<file path="src/rtl/ics_pkg.sv">
package ics_pkg;
  typedef enum logic {
    SCAN_IDLE = 1'b0,
    SCAN_RUN  = 1'b1
  } scan_state_e;

  typedef struct packed {
    logic vld;
    logic sol;
    logic eof;
  } px_tag_t;

  localparam int IDX_W = 8;
  localparam int CH_W  = 8;
endpackage

</file>
<file path="src/rtl/ics_scan_ctrl.sv">
module ics_scan_ctrl
  import ics_pkg::*;
#(
  parameter int WIDTH  = 16,
  parameter int HEIGHT = 8,
  parameter int AW     = 7
) (
  input  logic          clk,
  input  logic          rst_n,
  input  logic          accept_i,
  output logic          run_o,
  output logic          rd_o,
  output logic [AW-1:0] addr_o,
  output px_tag_t       tag_o
);
  localparam int XW = (WIDTH  > 1) ? $clog2(WIDTH)  : 1;
  localparam int YW = (HEIGHT > 1) ? $clog2(HEIGHT) : 1;
  localparam logic [XW-1:0] X_LAST = XW'(WIDTH - 1);
  localparam logic [YW-1:0] Y_LAST = YW'(HEIGHT - 1);

  scan_state_e   state_q, state_d;
  logic [XW-1:0] x_q, x_d;
  logic [YW-1:0] y_q, y_d;
  logic [AW-1:0] addr_q, addr_d;
  logic          row_end, frame_end;

  assign row_end   = (x_q == X_LAST);
  assign frame_end = row_end && (y_q == Y_LAST);

  always_comb begin
    state_d = state_q;
    x_d     = x_q;
    y_d     = y_q;
    addr_d  = addr_q;
    case (state_q)
      SCAN_IDLE: begin
        if (accept_i) begin
          state_d = SCAN_RUN;
          x_d     = '0;
          y_d     = '0;
          addr_d  = '0;
        end
      end
      SCAN_RUN: begin
        addr_d = addr_q + 1'b1;
        if (row_end) begin
          x_d = '0;
          if (frame_end) begin
            state_d = SCAN_IDLE;
          end else begin
            y_d = y_q + 1'b1;
          end
        end else begin
          x_d = x_q + 1'b1;
        end
      end
      default: state_d = SCAN_IDLE;
    endcase
  end

  always_ff @(posedge clk or negedge rst_n) begin
    if (!rst_n) begin
      state_q <= SCAN_IDLE;
      x_q     <= '0;
      y_q     <= '0;
      addr_q  <= '0;
    end else begin
      state_q <= state_d;
      x_q     <= x_d;
      y_q     <= y_d;
      addr_q  <= addr_d;
    end
  end

  assign run_o     = (state_q == SCAN_RUN);
  assign rd_o      = run_o;
  assign addr_o    = addr_q;
  assign tag_o.vld = run_o;
  assign tag_o.sol = run_o && (x_q == '0);
  assign tag_o.eof = run_o && frame_end;
endmodule

</file>
<file path="src/rtl/ics_tag_pipe.sv">
module ics_tag_pipe
  import ics_pkg::*;
#(
  parameter int DEPTH = 1
) (
  input  logic    clk,
  input  logic    rst_n,
  input  px_tag_t tag_i,
  output px_tag_t tag_o,
  output logic    any_vld_o
);
  px_tag_t [DEPTH-1:0] stage_q, stage_d;

  generate
    if (DEPTH == 1) begin : g_single
      always_comb stage_d = tag_i;
    end else begin : g_chain
      always_comb stage_d = {stage_q[DEPTH-2:0], tag_i};
    end
  endgenerate

  always_ff @(posedge clk or negedge rst_n) begin
    if (!rst_n) begin
      stage_q <= '0;
    end else begin
      stage_q <= stage_d;
    end
  end

  always_comb begin
    any_vld_o = 1'b0;
    for (int i = 0; i < DEPTH; i++) begin
      any_vld_o = any_vld_o | stage_q[i].vld;
    end
  end

  assign tag_o = stage_q[DEPTH-1];
endmodule

</file>
<file path="src/rtl/ics_frame_events.sv">
module ics_frame_events (
  input  logic clk,
  input  logic rst_n,
  input  logic last_px_i,
  input  logic accept_i,
  input  logic pal_wr_i,
  input  logic vsync_en_i,
  input  logic irq_clr_i,
  output logic done_o,
  output logic irq_o,
  output logic full_o
);
  logic done_q, done_d;
  logic irq_q, irq_d;
  logic pend_q, pend_d;
  logic full_q, full_d;

  always_comb begin
    done_d = last_px_i;

    irq_d = irq_q;
    if (irq_clr_i) irq_d = 1'b0;
    if (done_q && vsync_en_i) irq_d = 1'b1;

    pend_d = pend_q;
    full_d = full_q;
    if (accept_i) begin
      full_d = pend_q;
      pend_d = pal_wr_i;
    end else if (pal_wr_i) begin
      pend_d = 1'b1;
    end
  end

  always_ff @(posedge clk or negedge rst_n) begin
    if (!rst_n) begin
      done_q <= 1'b0;
      irq_q  <= 1'b0;
      pend_q <= 1'b1;
      full_q <= 1'b0;
    end else begin
      done_q <= done_d;
      irq_q  <= irq_d;
      pend_q <= pend_d;
      full_q <= full_d;
    end
  end

  assign done_o = done_q;
  assign irq_o  = irq_q;
  assign full_o = full_q;
endmodule

</file>
<file path="src/rtl/ics_scanout.sv">
module ics_scanout
  import ics_pkg::*;
#(
  parameter int WIDTH   = 16,
  parameter int HEIGHT  = 8,
  parameter int MEM_LAT = 1,
  parameter int PAL_LAT = 1,
  parameter int AW      = $clog2(WIDTH * HEIGHT)
) (
  input  logic          clk,
  input  logic          rst_n,
  input  logic          start_i,
  output logic          busy_o,
  output logic          mem_rd_o,
  output logic [AW-1:0] mem_addr_o,
  input  logic [7:0]    mem_data_i,
  output logic          pal_rd_o,
  output logic [7:0]    pal_idx_o,
  input  logic [7:0]    pal_r_i,
  input  logic [7:0]    pal_g_i,
  input  logic [7:0]    pal_b_i,
  output logic          pix_vld_o,
  output logic [31:0]   pix_o,
  output logic          pix_sol_o,
  output logic          pix_eof_o,
  output logic          frame_done_o,
  input  logic          pal_wr_i,
  output logic          full_o,
  input  logic          vsync_en_i,
  input  logic          irq_clr_i,
  output logic          irq_o
);
  px_tag_t issue_tag, mem_tag, pal_tag;
  logic    run, mem_busy, pal_busy, accept, done;

  assign busy_o = run | mem_busy | pal_busy | done;
  assign accept = start_i & ~busy_o;

  ics_scan_ctrl #(.WIDTH(WIDTH), .HEIGHT(HEIGHT), .AW(AW)) u_scan (
    .clk      (clk),
    .rst_n    (rst_n),
    .accept_i (accept),
    .run_o    (run),
    .rd_o     (mem_rd_o),
    .addr_o   (mem_addr_o),
    .tag_o    (issue_tag)
  );

  ics_tag_pipe #(.DEPTH(MEM_LAT)) u_mem_pipe (
    .clk       (clk),
    .rst_n     (rst_n),
    .tag_i     (issue_tag),
    .tag_o     (mem_tag),
    .any_vld_o (mem_busy)
  );

  assign pal_rd_o  = mem_tag.vld;
  assign pal_idx_o = mem_data_i;

  ics_tag_pipe #(.DEPTH(PAL_LAT)) u_pal_pipe (
    .clk       (clk),
    .rst_n     (rst_n),
    .tag_i     (mem_tag),
    .tag_o     (pal_tag),
    .any_vld_o (pal_busy)
  );

  assign pix_vld_o = pal_tag.vld;
  assign pix_sol_o = pal_tag.sol;
  assign pix_eof_o = pal_tag.eof;
  assign pix_o     = pal_tag.vld ? {8'h00, pal_r_i, pal_g_i, pal_b_i} : 32'h0;

  ics_frame_events u_events (
    .clk        (clk),
    .rst_n      (rst_n),
    .last_px_i  (pal_tag.vld & pal_tag.eof),
    .accept_i   (accept),
    .pal_wr_i   (pal_wr_i),
    .vsync_en_i (vsync_en_i),
    .irq_clr_i  (irq_clr_i),
    .done_o     (done),
    .irq_o      (irq_o),
    .full_o     (full_o)
  );

  assign frame_done_o = done;
endmodule

</file>
<file path="config.mk">
export PLATFORM = sky130hd
export DESIGN_NAME = ics_scanout
export DESIGN_NICKNAME = d
export VERILOG_FILES = /design/src/rtl/ics_pkg.sv /design/src/rtl/ics_scan_ctrl.sv /design/src/rtl/ics_tag_pipe.sv /design/src/rtl/ics_frame_events.sv /design/src/rtl/ics_scanout.sv
export SDC_FILE = /design/constraint.sdc
export NUM_CORES = 1
export LEC_CHECK = 0
export BUFFER_PORTS_ARGS = -buffer_cell sky130_fd_sc_hd__buf_2
export CAP_MARGIN = 20
export CORE_MARGIN = 1
export CORE_UTILIZATION = 39
export CTS_BUF_LIST = sky130_fd_sc_hd__clkbuf_2
export DETAILED_ROUTE_END_ITERATION = 6
export GPL_TIMING_DRIVEN = 0
export HOLD_SLACK_MARGIN = 0.1
export PLACE_DENSITY_LB_ADDON = 0.12
export REMOVE_ABC_BUFFERS = 1
export SYNTH_ARGS = -nofsm -noshare
export SYNTH_HDL_FRONTEND = slang
export SYNTH_SLANG_ARGS = --single-unit
</file>
<file path="constraint.sdc">
create_clock -name clk -period 1.5 [get_ports clk]
set_input_delay 0.3 -clock clk [delete_from_list [all_inputs] [get_ports clk]]
set_output_delay 0.3 -clock clk [all_outputs]
set_load 0.01 [all_outputs]
</file>
==> metrics.cfg, run 1 <==
[outcome]
status = finished with violations
violations = setup timing

[synth]
yosysWarnings = 0
syn_inst = 136
synth_enable_flop_cells = 0
ys_seq_elements = 25
syn_avg_cell_area_um2 = 10.3
async_flop_share = 1.00
synth.distinct_cells = 37
seq_area_frac_synth = 0.447
syn_area_um2 = 1400
synthFlopType = dfrtp_1

[global_routing]
antenna_found_initial = 0
grt_max_degree = 26
grt_pass1_wl_um = 5130
grt_pass1_vias = 1118
grt_overflow_total = 0
grt_util_all_layers = 0.187

[worst_setup_path]
required_ns = 1.20
crit_start = u_scan.rd_o
crit_fanout = 2
r2r_end = u_scan.x_q[3]
cpPeakStageDelay_ns = 0.54
r2r-start = u_pal_pipe.any_vld_o
rrSetupSlack_ns = -0.25
critPathCaptureType = output port
worstSetupPathType = register to output port
crit_slowest_cell = dfrtp_4
cp.arrival_ns = 1.55
cp_cell_sequence = or4_4, buf_6
start_kind = register
crit_end = busy_o
worstRegToRegCells = 4

[layout]
diodes = 0
finalNonFillerCells = 255
layout_commonest_cell = buf_2
layout_common_cells = buf_2, buf_6, and2_4, dfrtp_1, conb_1
utilization = 0.635
drive_above_1_share = 0.608
nets = 253
syn2layout_area_growth_pct = 53.7

[clock_network]
cts_tree = yes
cts_buffer_depth = 2
htreeDepth = 1
numCtsBuffers = 3
clock_latency_ns = 0.36
cts_root_buf = clkbuf_2
cts.sinks = 25
clkTransAtPathRegs_ns = 0.25

[floorplan]
num_rows = 21
coreArea_um2 = 3390
die_x_um = 61.9
ioPinCount = 94
die-area_um2 = 3840
fp.dieH_um = 61.9
initial_core_util = 0.413

[placed_design]
dpl.hpwl_um = 2200
portBuffers = 69
gp_congestion = 0.699
pre_cts_slack_ns = -0.472
dp_cells = 236

[timing]
worstMarginPinSlew_ns = 0.550
hold_slack_ns = 0.156
max_freq_mhz = 541
rsz0062_at_grt = yes
skew_ns = 0.0153
period_minus_slack_ns = 1.85
hold_viol_final = 0
setup_viol = 43
fin_crit_sh = 1.23
slew_viol_final = 0
final.setup.worst_slack_ns = -0.349
max_slew_margin = 0.633

[job]
max-cap-violations = 0

[route]
avgViaCountPerCell = 4.97
wl_per_cell_um = 15.5
postRouteAntennaNets = 0
wl_um = 3970
drt_first_pass_iters = 4
vias = 1267
drc = 0
drt-initial-drc-count = 45

[pwr]
powerDensity_nw_per_um2 = 1140
power_w = 0.00245
p_leak_nw = 1.12
ir_worst_vdd_uv = 692

[worst_hold_path]
hold_class = input port to register

[where the power goes]
group | internal (W) | switching, W | leakage, nW
logic | 0.000590 | 0.000489 | 0.798
registers | 0.000869 | 0.000234 | 0.306
clock network | 0.0000619 | 0.000211 | 0.0126
[state kept, by name, summed over array words and instances (netlist names), 2 cells and up]
register          cells
u_mem_pipe.tag_o      2
u_scan.y_q            3
u_scan.addr_o         7
u_pal_pipe.tag_o      2
u_scan.x_q            4
[layout make-up]
| type | instances | area, um2 |
|---|---|---|
| multi-input combinational | 93 | 764 |
| tap | 46 | 57.6 |
| inverter | 3 | 11.3 |
| fill | 269 | 1240 |
| clock inverter | 1 | 7.51 |
| clock buffer | 3 | 15.0 |
| timing repair buffer | 84 | 666 |
| sequential | 25 | 632 |
[how the worst min path moves through the flow]
stage          slack [ns]          endpoint       start  cells past startpoint
2_1_floorplan       0.004   u_events.done_o       rst_n                      0
3_3_place_gp         0.31  u_scan.addr_o[6]       rst_n                      1
3_5_place_dp         0.32  u_scan.addr_o[2]       rst_n                      1
4_1_cts              0.11   u_events.pend_q    pal_wr_i                      2
5_1_grt              0.12    u_events.irq_o  vsync_en_i                      3
6_report             0.16    u_events.irq_o  vsync_en_i                      3
[critical path: cells and delay by family, from the launching register on]
kind                   cells  cell delay, ns
buffers and inverters      1            0.13
flip-flops                 1            0.54
AND/OR/NAND/NOR            1            0.52
[Yosys cell counts (2+ instances only)]
master / instances / area share
dfrtp_1: 24 / 0.43
and2_1: 25 / 0.11
clkbuf_1: 3 / 0.0080
xnor2_1: 2 / 0.013
and3_1: 2 / 0.0089
a21o_1: 2 / 0.011
nand4_1: 3 / 0.013
nor2_1: 2 / 0.0054
ha_1: 5 / 0.045
inv_1: 3 / 0.0080
mux2i_1: 4 / 0.029
a22o_1: 2 / 0.013
o221ai_1: 2 / 0.013
buf_4: 16 / 0.086
o31ai_1: 3 / 0.016
o21ai_0: 10 / 0.036
o211ai_1: 2 / 0.011
nand2_1: 7 / 0.019
[through the flow]
step | area (um2) | setup TNS (ns)
final | 2150 | -6.40
after detailed placement | 1680 | -5.84
after CTS | 1950 | -5.92
after floorplan | 1280 | -2.37
after global placement | 1680 | -4.76
after global routing | 2150 | -9.73
[routing by layer]
layer  GRT usage  vias up  part of all wire
met1       0.218      628              0.39
met5           0        -                 0
li1            -      586                 -
met4      0.0381        0            0.0093
met2       0.339       47              0.56
met3      0.0559        6             0.039
[repair_timing]
item,in CTS,in global routing
cloned,2,0
setup endpoints to repair,44,43
hold endpoints to repair,25,1
gates resized for setup,48,41
hold buffers,2,1
setup buffers,8,2
pin swaps,2,3
[kinds of logic (layout without fill, tap and decap cells)]
family                   count (synthesis)  in the layout  share of synthesized area
buffers and inverters                   25             91                      0.116
adder cells (fa/ha/maj)                  5              5                     0.0446
multiplexers                             6              6                     0.0446
AND/OR/NAND/NOR                         48             48                      0.218
XOR/XNOR                                 3              3                     0.0188
AO/OA/AOI/OAI                           23             23                      0.108
other                                    1              8                    0.00268
flip-flops                              25             25                      0.447
Note: power is estimated with default switching activity, not from simulation.
==> inputs of run 2 (changes only) <==
SETUP_SLACK_MARGIN = 0.3   (was unset)
==> run 2 against run 1 <==
Compared with the run above: the run still ends with setup timing left; clock-buffer cell count is the same; global-route usage is 0.18 points higher; flip-flop and latch count unchanged; clock power barely moved; non-clock buffer count up 12; largest power group is now combinational cells.
==> metrics.cfg, run 2 (synthesis gave the netlist of run 1 again) <==
[floorplan]
ioPinCount = 94  ; unchanged
fp.dieH_um = 61.9  ; unchanged
num_rows = 21  ; unchanged
coreArea_um2 = 3390  ; unchanged
die-area_um2 = 3840  ; unchanged
die_x_um = 61.9  ; unchanged
initial_core_util = 0.413  ; unchanged

[timing]
final.setup.worst_slack_ns = -0.334  ; +0.0146 ns
hold_slack_ns = 0.193  ; +0.0367 ns
fin_crit_sh = 1.22  ; -0.00970
period_minus_slack_ns = 1.83  ; -0.0146 ns
max_slew_margin = 0.637  ; +0.00326
skew_ns = 0.0133  ; -0.00207 ns
worstMarginPinSlew_ns = 0.545  ; -0.00488 ns
slew_viol_final = 0  ; unchanged
rsz0062_at_grt = yes
max_freq_mhz = 545  ; +0.79%
hold_viol_final = 0  ; unchanged
setup_viol = 44  ; +2.3%

[route]
wl_um = 4140  ; +4.5%
wl_per_cell_um = 15.5  ; -0.21%
postRouteAntennaNets = 0  ; unchanged
drt-initial-drc-count = 34  ; -24%
avgViaCountPerCell = 4.94  ; -0.57%
drt_first_pass_iters = 4  ; unchanged
drc = 0  ; unchanged
vias = 1319  ; +4.1%

[clock_network]
clock_latency_ns = 0.36  ; about the same
cts.sinks = 25  ; unchanged
clkTransAtPathRegs_ns = 0.25  ; about the same
htreeDepth = 1  ; unchanged
numCtsBuffers = 3  ; unchanged
cts_tree = yes
cts_root_buf = clkbuf_2
cts_buffer_depth = 2  ; unchanged

[worst_setup_path]
rrSetupSlack_ns = -0.30  ; -0.05 ns
r2r_end = u_scan.x_q[3]
required_ns = 1.20  ; about the same
critPathCaptureType = output port
r2r-start = u_mem_pipe.any_vld_o
cp.arrival_ns = 1.53  ; -0.02 ns
worstSetupPathType = register to output port
crit_start = u_scan.rd_o
crit_fanout = 2  ; unchanged
worstRegToRegCells = 4  ; unchanged
start_kind = register

[global_routing]
grt_util_all_layers = 0.189  ; +0.00183
grt_pass1_wl_um = 5240  ; +2.2%
grt_max_degree = 26  ; unchanged
grt_overflow_total = 0  ; unchanged
grt_pass1_vias = 1162  ; +3.9%
antenna_found_initial = 0  ; unchanged

[outcome]
status = finished with violations
violations = setup timing

[layout]
drive_above_1_share = 0.638  ; +0.0304
diodes = 0  ; unchanged
largest_reg_flops = 7  ; unchanged
nets = 265  ; +4.7%
layout_commonest_cell = buf_2
syn2layout_area_growth_pct = 62.0
layout_common_cells = buf_2, buf_6, and2_4, dfrtp_1, buf_4

[pwr]
power.internal_w = 0.00171  ; +13%
swShare = 0.370  ; -0.0110
p_clk_frac = 0.100  ; -0.011
p_sw_w = 0.00100  ; +7.5%
p_leak_nw = 1.18  ; +5.4%
powerDensity_nw_per_um2 = 1200  ; +5.1%
combPwrFrac = 0.527  ; +0.087
power_frac_seq = 0.373  ; -0.076
ir_worst_vdd_uv = 706  ; +2.0%

[worst_hold_path]
hold_depth = 3  ; unchanged
holdPathEnd = u_events.irq_o
hold_class = input port to register
hp-start = vsync_en_i

[placed_design]
pre_cts_slack_ns = -0.472  ; unchanged
dpl.hpwl_um = 2200  ; unchanged
gp_congestion = 0.699  ; unchanged
portBuffers = 69  ; unchanged

[job]
max-cap-violations = 0  ; unchanged

run 2: cell count changes in the layout (fill, tap and decap cells not counted), sizes merged:
cell / previous run / this run
buf: 81 / 93
run 2: worst max-delay path, stage by stage (launching register included):
cell     delay (ns)
dfrtp_4        0.53
or4_4          0.52
buf_6          0.14
run 2: stage by stage:
stage                     TNS, ns  power, W   util  instance area, um2  std cells
after floorplan             -2.37   0.00159      -                1280        121
after global placement      -4.76   0.00186  0.495                1680        236
after detailed placement    -5.84   0.00191  0.495                1680        236
after CTS                   -5.91   0.00250  0.595                2020        260
after global routing        -9.81   0.00293  0.670                2270        267
final                       -6.88   0.00272  0.670                2270        267
run 2: worst max-delay path by stage:
stage	end	slack, ns
global route	busy_o	-0.39
floorplan	u_scan.x_q[3]	-0.29
global placement	u_scan.x_q[3]	-0.41
CTS	busy_o	-0.34
detailed placement	u_scan.x_q[3]	-0.47
finish	busy_o	-0.33
run 2: routing by layer:
| layer | share of wire | global-route usage | wire (um) |
|---|---|---|---|
| met5 | 0 | 0 | 0 |
| met4 | 0.0048 | 0.0381 | 20 |
| met3 | 0.038 | 0.0559 | 158 |
| met2 | 0.57 | 0.340 | 2370 |
| met1 | 0.39 | 0.223 | 1600 |
run 2: power groups by stage:
| stage | combinational, W | clock (W) | sequential, W |
|---|---|---|---|
| final | 0.00143 | 0.000272 | 0.00101 |
| after global routing | 0.00158 | 0.000312 | 0.00104 |
| after CTS | 0.00121 | 0.000286 | 0.00101 |
| after detailed placement | 0.000803 | 0 | 0.00111 |
| after global placement | 0.000759 | 0 | 0.00110 |
| after floorplan | 0.000476 | 0 | 0.00112 |
run 2: cell type report:
class | instances | area (um2)
inverter | 3 | 11.3
clock inverter | 1 | 7.51
sequential | 25 | 632
clock buffer | 3 | 15.0
timing repair buffer | 96 | 774
tap | 46 | 57.6
multi-input combinational | 93 | 772
fill | 265 | 1120
run 2: repair_timing:
item	CTS	global route
gates cloned	2	0
buffers inserted	16	6
hold buffers	2	1
pin swaps	2	3
endpoints found under the hold margin	25	1
endpoints found under the setup margin	60	59
resized for setup	51	43
